--- src/rtl/noise_pkg.sv ---
package noise_pkg;

  // Register length and output shaping defaults.
  localparam int unsigned NS_STAGES = 40;
  localparam int unsigned NS_OUT_W  = 10;
  localparam int unsigned NS_TAKE_W = 8;

  // Tap positions 39, 37, 20 and 18 (zero-based) give a maximal sequence.
  localparam logic [NS_STAGES-1:0] NS_TAP_MASK = 40'hA0_0014_0000;

  // Depth of the reset release synchronizer.
  localparam int unsigned NS_SYNC_DEPTH = 2;

endpackage

--- src/rtl/noise_rst_sync.sv ---
module noise_rst_sync #(
  parameter int unsigned DEPTH = 2
) (
  input  logic clk,
  input  logic arst_n,
  output logic srst_n
);

  logic [DEPTH-1:0] sync_q;
  logic [DEPTH-1:0] sync_d;

  generate
    if (DEPTH == 1) begin : g_single
      always_comb sync_d = 1'b1;
    end else begin : g_chain
      always_comb sync_d = {sync_q[DEPTH-2:0], 1'b1};
    end
  endgenerate

  always_ff @(posedge clk or negedge arst_n) begin
    if (!arst_n) begin
      sync_q <= '0;
    end else begin
      sync_q <= sync_d;
    end
  end

  assign srst_n = sync_q[DEPTH-1];

endmodule

--- src/rtl/noise_lfsr_core.sv ---
module noise_lfsr_core #(
  parameter int unsigned             STAGES   = 40,
  parameter logic [STAGES-1:0]       TAP_MASK = 40'hA0_0014_0000
) (
  input  logic              clk,
  input  logic              rst_n,
  input  logic              step,
  output logic [STAGES-1:0] state_q
);

  logic              fb_bit;
  logic [STAGES-1:0] state_d;

  // Inverted parity of the tapped stages: zero word is legal, ones word locks.
  always_comb begin
    fb_bit  = ~(^(state_q & TAP_MASK));
    state_d = state_q;
    if (step) begin
      state_d = {state_q[STAGES-2:0], fb_bit};
    end
  end

  always_ff @(posedge clk or negedge rst_n) begin
    if (!rst_n) begin
      state_q <= '0;
    end else if (step) begin
      state_q <= state_d;
    end
  end

endmodule

--- src/rtl/noise_out_stage.sv ---
module noise_out_stage #(
  parameter int unsigned STAGES = 40,
  parameter int unsigned OUT_W  = 10,
  parameter int unsigned TAKE_W = 8
) (
  input  logic              clk,
  input  logic              rst_n,
  input  logic              step,
  input  logic [STAGES-1:0] state,
  output logic [OUT_W-1:0]  word,
  output logic              bit_out,
  output logic              vld
);

  localparam int unsigned EXT_W = OUT_W - TAKE_W;

  logic [TAKE_W-1:0] top_slice;
  logic              vld_d;
  logic              vld_q;

  assign top_slice = state[STAGES-1 -: TAKE_W];

  generate
    if (EXT_W == 0) begin : g_no_ext
      assign word = top_slice;
    end else begin : g_ext
      assign word = {{EXT_W{top_slice[TAKE_W-1]}}, top_slice};
    end
  endgenerate

  assign bit_out = state[STAGES-1];

  always_comb vld_d = step;

  always_ff @(posedge clk or negedge rst_n) begin
    if (!rst_n) begin
      vld_q <= 1'b0;
    end else begin
      vld_q <= vld_d;
    end
  end

  assign vld = vld_q;

endmodule

--- src/rtl/strobed_noise_src.sv ---
module strobed_noise_src
  import noise_pkg::*;
#(
  parameter int unsigned       STAGES     = NS_STAGES,
  parameter int unsigned       OUT_W      = NS_OUT_W,
  parameter int unsigned       TAKE_W     = NS_TAKE_W,
  parameter logic [STAGES-1:0] TAP_MASK   = NS_TAP_MASK,
  parameter int unsigned       SYNC_DEPTH = NS_SYNC_DEPTH
) (
  input  logic             clk,
  input  logic             rst_n,
  input  logic             sample_stb,
  input  logic             run_en,
  output logic [OUT_W-1:0] noise_word,
  output logic             noise_bit,
  output logic             noise_vld
);

  logic              rst_sync_n;
  logic              step;
  logic [STAGES-1:0] lfsr_state;

  noise_rst_sync #(
    .DEPTH (SYNC_DEPTH)
  ) u_rst_sync (
    .clk    (clk),
    .arst_n (rst_n),
    .srst_n (rst_sync_n)
  );

  // Clock enable for the register: strobe qualified by the run enable.
  assign step = sample_stb & run_en;

  noise_lfsr_core #(
    .STAGES   (STAGES),
    .TAP_MASK (TAP_MASK)
  ) u_core (
    .clk     (clk),
    .rst_n   (rst_sync_n),
    .step    (step),
    .state_q (lfsr_state)
  );

  noise_out_stage #(
    .STAGES (STAGES),
    .OUT_W  (OUT_W),
    .TAKE_W (TAKE_W)
  ) u_out (
    .clk     (clk),
    .rst_n   (rst_sync_n),
    .step    (step),
    .state   (lfsr_state),
    .word    (noise_word),
    .bit_out (noise_bit),
    .vld     (noise_vld)
  );

endmodule

--- config.mk ---
export PLATFORM = sky130hd
export DESIGN_NAME = strobed_noise_src
export DESIGN_NICKNAME = d
export VERILOG_FILES = /design/src/rtl/noise_pkg.sv /design/src/rtl/noise_rst_sync.sv /design/src/rtl/noise_lfsr_core.sv /design/src/rtl/noise_out_stage.sv /design/src/rtl/strobed_noise_src.sv
export SDC_FILE = /design/constraint.sdc
export NUM_CORES = 1
export LEC_CHECK = 0
export BUFFER_PORTS_ARGS = -buffer_cell sky130_fd_sc_hd__buf_2
export CAP_MARGIN = 20
export CORE_AREA = 5 5 65 67
export DETAILED_ROUTE_END_ITERATION = 16
export DIE_AREA = 0 0 70 72
export PLACE_DENSITY = 0.78
export SYNTH_ARGS = -nofsm -noshare
export SYNTH_HDL_FRONTEND = slang
export SYNTH_SLANG_ARGS = --single-unit
--- constraint.sdc ---
create_clock -name clk -period 1.2 [get_ports clk]
set_input_delay 0.12 -clock clk [delete_from_list [all_inputs] [get_ports clk]]
set_output_delay 0.12 -clock clk [all_outputs]
set_load 0.1 [all_outputs]
## Yosys cells after proc, flatten, opt, wreduce, memory -nomap -nowiden

Index checks and enable logic that the tools add are counted.

| word-level totals | value |
|---|---|
| register bits | 43 |
| bits in latches | 0 |
| RAM bits | 0 |
| bits in read-only memories | 0 |
| bits of input ports | 4 |
| output and inout bits | 12 |
| word-level logic and storage cells | 6 |
| memories | 0 |

| operators by class | value |
|---|---|
| add/subtract/negate cells | 0 |
| multiply operators | 0 |
| divide/modulo/power cells | 0 |
| $lt $le $gt $ge | 0 |
| eq/ne operators | 0 |
| shift operators | 0 |
| mux-type cells | 0 |
| bitwise logic cells | 2 |
| reduce and logical (&&, ||, !) cells | 1 |

Operators by type and width:

| cell | number |
|---|---|
| $reduce_xor 40->1 | 1 |
| $and 1x1->1 | 1 |
| $not 1->1 | 1 |

## Logic depth before layout (Yosys ltp)

| logic depth | value |
|---|---|
| depth after elaboration | 2 |
| gate-level depth with buffers | 4 |

## Hierarchy

From an unflattened synthesis, not the netlist that was laid out.

| second synthesis, totals | value |
|---|---|
| cells, all modules | 103 |
| area total of the unflattened synthesis | 1694.1 µm² |

By module, submodules not included:

| module | instances | cells each | area each (µm²) | seq. area each (µm²) |
|---|---|---|---|---|
| noise_lfsr_core | 1 | 87 | 1526.5 | 1001.0 |
| noise_out_stage | 1 | 12 | 107.6 | 25.0 |
| noise_rst_sync | 1 | 3 | 53.8 | 50.0 |
| strobed_noise_src | 1 | 1 | 6.3 | 0.0 |

## Worst setup path after synthesis

No wires, ideal clock.

| path | value |
|---|---|
| path type | register -> register |
| from | reg u_core.state_q[39] |
| to | reg u_core.state_q[0] |
| data arrival time | 1.392 ns |
| data required time | 1.074 ns |
| slack | -0.319 ns |
| stages on the path, launching flop included | 4 |
| cell sequence | dfrtp_1 > xor2_1 > xnor2_1 > o21ai_0 |

| between the ends | value |
|---|---|
| word-level cells in the longest chain between the ends | 2 |

RTL lines:

| what | line | RTL |
|---|---|---|
| start, declared | noise_lfsr_core.sv:8 | `output logic [STAGES-1:0] state_q` |
| start signal, assigned | noise_lfsr_core.sv:27 | `state_q <= state_d;` |
| $reduce_xor 40->1 | noise_lfsr_core.sv:16 | `fb_bit = ~(^(state_q & TAP_MASK));` |
| $not 1->1 | noise_lfsr_core.sv:16 |  |

No other way between the ends.
A chain may end at the register's enable or synchronous reset.

## Worst setup path in the final report

| path | value |
|---|---|
| from | reg u_core.state_q[39] |
| to | out noise_word[8] |

RTL lines:

| what | line | RTL |
|---|---|---|
| end, declared | strobed_noise_src.sv:14 | `output logic [OUT_W-1:0] noise_word,` |

No word-level cell between the ends.

==> summary.md <==
| Metric | Value |
|---|---|
| Max VDD drop | `around 0.79 mV` |
| Critical path's slowest cell | `dfrtp_4` |
| Seq/Total Area, Yosys | `a little under two thirds` |
| Total of max-cap violations | `0` |
| Pwr Total | `between 3 and 4 mW` |
| LEAKAGE | `approximately 1 nW` |
| 1st-iter DRT viols | `29` |
| Sequential power share | `roughly three fifths` |
| DR vias | `~800` |
| Initial antenna violation count | `0` |
| Worst Hold Class | `primary input to asynchronous set/reset pin` |
| FF-to-FF setup slack | `0.11 ns` |
| Largest stage delay on the critical path | `0.57 ns` |
| Switching Fraction | `22.7%` |
| First-pass GRT wire length | `roughly 4000 microns` |
| FF+latch count, synth | `43` |
| Failing checks | `setup timing` |
| RePlAce Congestion | `between 0.6 and 0.7` |
| Combinational Power Share | `between 10% and 20%` |
| Initial Util | `between 40% and 50%` |
| Leading cell types in the layout, fill and taps excluded | `mux2_2, dfrtp_1, buf_12` |
| Final Hold Viols | `0` |
| Critical Path Start Type | `flip-flop` |
| Inserted Clock Buffers | `5` |
| Avg Cell Area, Syn | `~16 sq um` |
| Largest net degree at the start of global routing | `42` |
| Fill count | `roughly 280` |
| Avg WL per Cell | `around 14 microns` |
| Number of global-route vias before repair | `roughly 800` |
| Site Rows | `22` |
| Final setup viols | `4` |
| CP max FO | `6` |
| Cell Pwr Density | `1550 nW/um^2` |
| Clock group share of total power | `29.7%` |
| Mapped Area | `~1700 sq um` |
| Synth warn | `0` |
| Fin crit share | `103%` |
| Fin nets | `120` |
| Share of cells above drive strength 1 | `around 60%` |
| Delay-heaviest family, CP | `flip-flops` |
| Cell count after synthesis | `roughly 100` |
| Worst-skew pair later-pin latency | `about 0.35 ns` |
| Area growth, synth to finish | `20.6%` |
| Max H-tree Level | `2` |
| Peak Freq | `approximately 810 MHz` |
| DRC | `0` |
| Pre-Repair DR Iteration Count | `2` |
| Worst Skew | `0.00540 ns` |
| Netlist cell types | `11` |
| CP endpoint kind | `output port` |
| GRT overflow | `0` |
| Worst path bufs/invs | `1` |
| WHS | `between 0.06 and 0.07 ns` |
| Core area | `between 3000 and 4000 sq um` |
| DP HPWL | `approximately 1600 microns` |
| Worst-path clk slew | `around 0.11 ns` |
| Cells along the critical path | `buf_12` |
| Die W | `roughly 70 microns` |
| Final Routed Wirelength | `roughly 2300 microns` |
| Antenna fix cells | `0` |
| Arrival time worst endpoint | `around 1.1 ns` |
| Setup CP Type | `flip-flop to output port` |
| Outcome | `complete, but fails checks` |
| Max Transition Viols Final | `0` |
| Antenna Nets Post-Route | `0` |
| Number of placed I/O pins | `16` |
| Post-placement worst setup slack | `0.170 ns` |
| Fin util | `a little under three fifths` |
| Final worst slack | `-0.0333 ns` |
| Die area | `roughly 5000 sq um` |
| P_int | `roughly 2.4 mW` |
| Worst EP required | `roughly 1.1 ns` |
| CTS tree | `yes` |
| RSZ-0062 raised after global routing | `yes` |
| Die Span Y | `72 microns` |
| Final min period | `1.23 ns` |
| Vias per inst | `4.71` |
| Gr usage total | `10.7%` |
| Root Driver | `clkbuf_4` |
| TNS Setup | `-0.125 ns` |
| I/O Buffers | `15` |
| Mapped Nets | `about 110` |
| Clock Tree Buf Depth | `2` |
| Psw | `between 700 and 800 uW` |
| Clock Sinks | `43` |
## cell families (layout without fill, tap and decap cells)
family / count (synthesis) / count (layout) / synth area share [%]
other: 1 / 1 / 0.223
AND/OR/NAND/NOR: 2 / 2 / 0.594
XOR/XNOR: 3 / 3 / 1.56
AO/OA/AOI/OAI: 1 / 1 / 0.297
buffers and inverters: 15 / 28 / 7.35
flip-flops: 43 / 43 / 63.9
multiplexers: 39 / 39 / 26.1
## cell usage after synthesis
| master | instances | area share, % |
|---|---|---|
| buf_4 | 10 | 4.5 |
| buf_6 | 4 | 2.7 |
| conb_1 | 1 | 0.22 |
| dfrtp_1 | 43 | 64 |
| inv_1 | 1 | 0.22 |
| mux2_2 | 39 | 26 |
| nand2_1 | 1 | 0.22 |
| nand2_2 | 1 | 0.37 |
| o21ai_0 | 1 | 0.30 |
| xnor2_1 | 2 | 1.0 |
| xor2_1 | 1 | 0.52 |
## per-stage QoR
| stage | std cells | cell area, sq um |
|---|---|---|
| after CTS | 165 | 2030 |
| final | 165 | 2030 |
| after detailed placement | 157 | 1940 |
| after global placement | 157 | 1940 |
| after global routing | 165 | 2030 |
| after floorplan | 104 | 1690 |
## power by group through the flow
stage / Clock [mW] / Combinational [mW] / Sequential, mW
after floorplan: 0 / 0.285 / 1.84
after global placement: 0 / 0.353 / 1.83
after detailed placement: 0 / 0.382 / 1.86
after CTS: 0.965 / 0.386 / 1.83
after global routing: 1.03 / 0.415 / 1.87
final: 0.933 / 0.375 / 1.83
## path summary, 6_finish.rpt
path / depth (start not counted) / endpoint / startpoint
max: 1 / noise_word[8] / u_core.state_q[39]
max in group asynchronous: 1 / u_core.state_q[39] / u_rst_sync.sync_q[1]
min reg2reg: 1 / u_core.state_q[15] / u_rst_sync.sync_q[1]
min in group clk: 4 / u_out.vld / run_en
max reg2reg: 3 / u_core.state_q[0] / u_core.state_q[39]
min: 2 / u_rst_sync.sync_q[1] / rst_n
## metal layers
metal	vias to the layer above	global-route usage (%)	wire length [microns]
li1	366	-	-
met1	391	11.4	949
met2	11	17.9	1220
met3	9	3.60	79
met4	0	7.66	76
met5	-	0	0
## layout make-up
class	instances	area, sq um	area share [%]
clock buffers	6	51.3	2.53
clock inverters	2	35.0	1.73
inverters	1	3.75	0.185
multi-input cells	46	484	23.8
flip-flops and latches	43	1080	53.4
well taps	48	60.1	2.96
repair buffers	19	313	15.4
## state kept, by name, indices dropped and copies added (netlist names)
register           cells
u_out.vld              1
u_core.state_q        40
u_rst_sync.sync_q      2
## repair_timing
| action | 4_1_cts | 5_1_grt |
|---|---|---|
| buffers inserted | 0 | 0 |
| hold endpoints to repair | 2 | 0 |
| hold buffers | 1 | 0 |
| gates resized for setup | 1 | 2 |
| gates cloned | 0 | 0 |
| endpoints found under the setup margin | 5 | 6 |
Note: power is estimated with default switching activity, not from simulation.
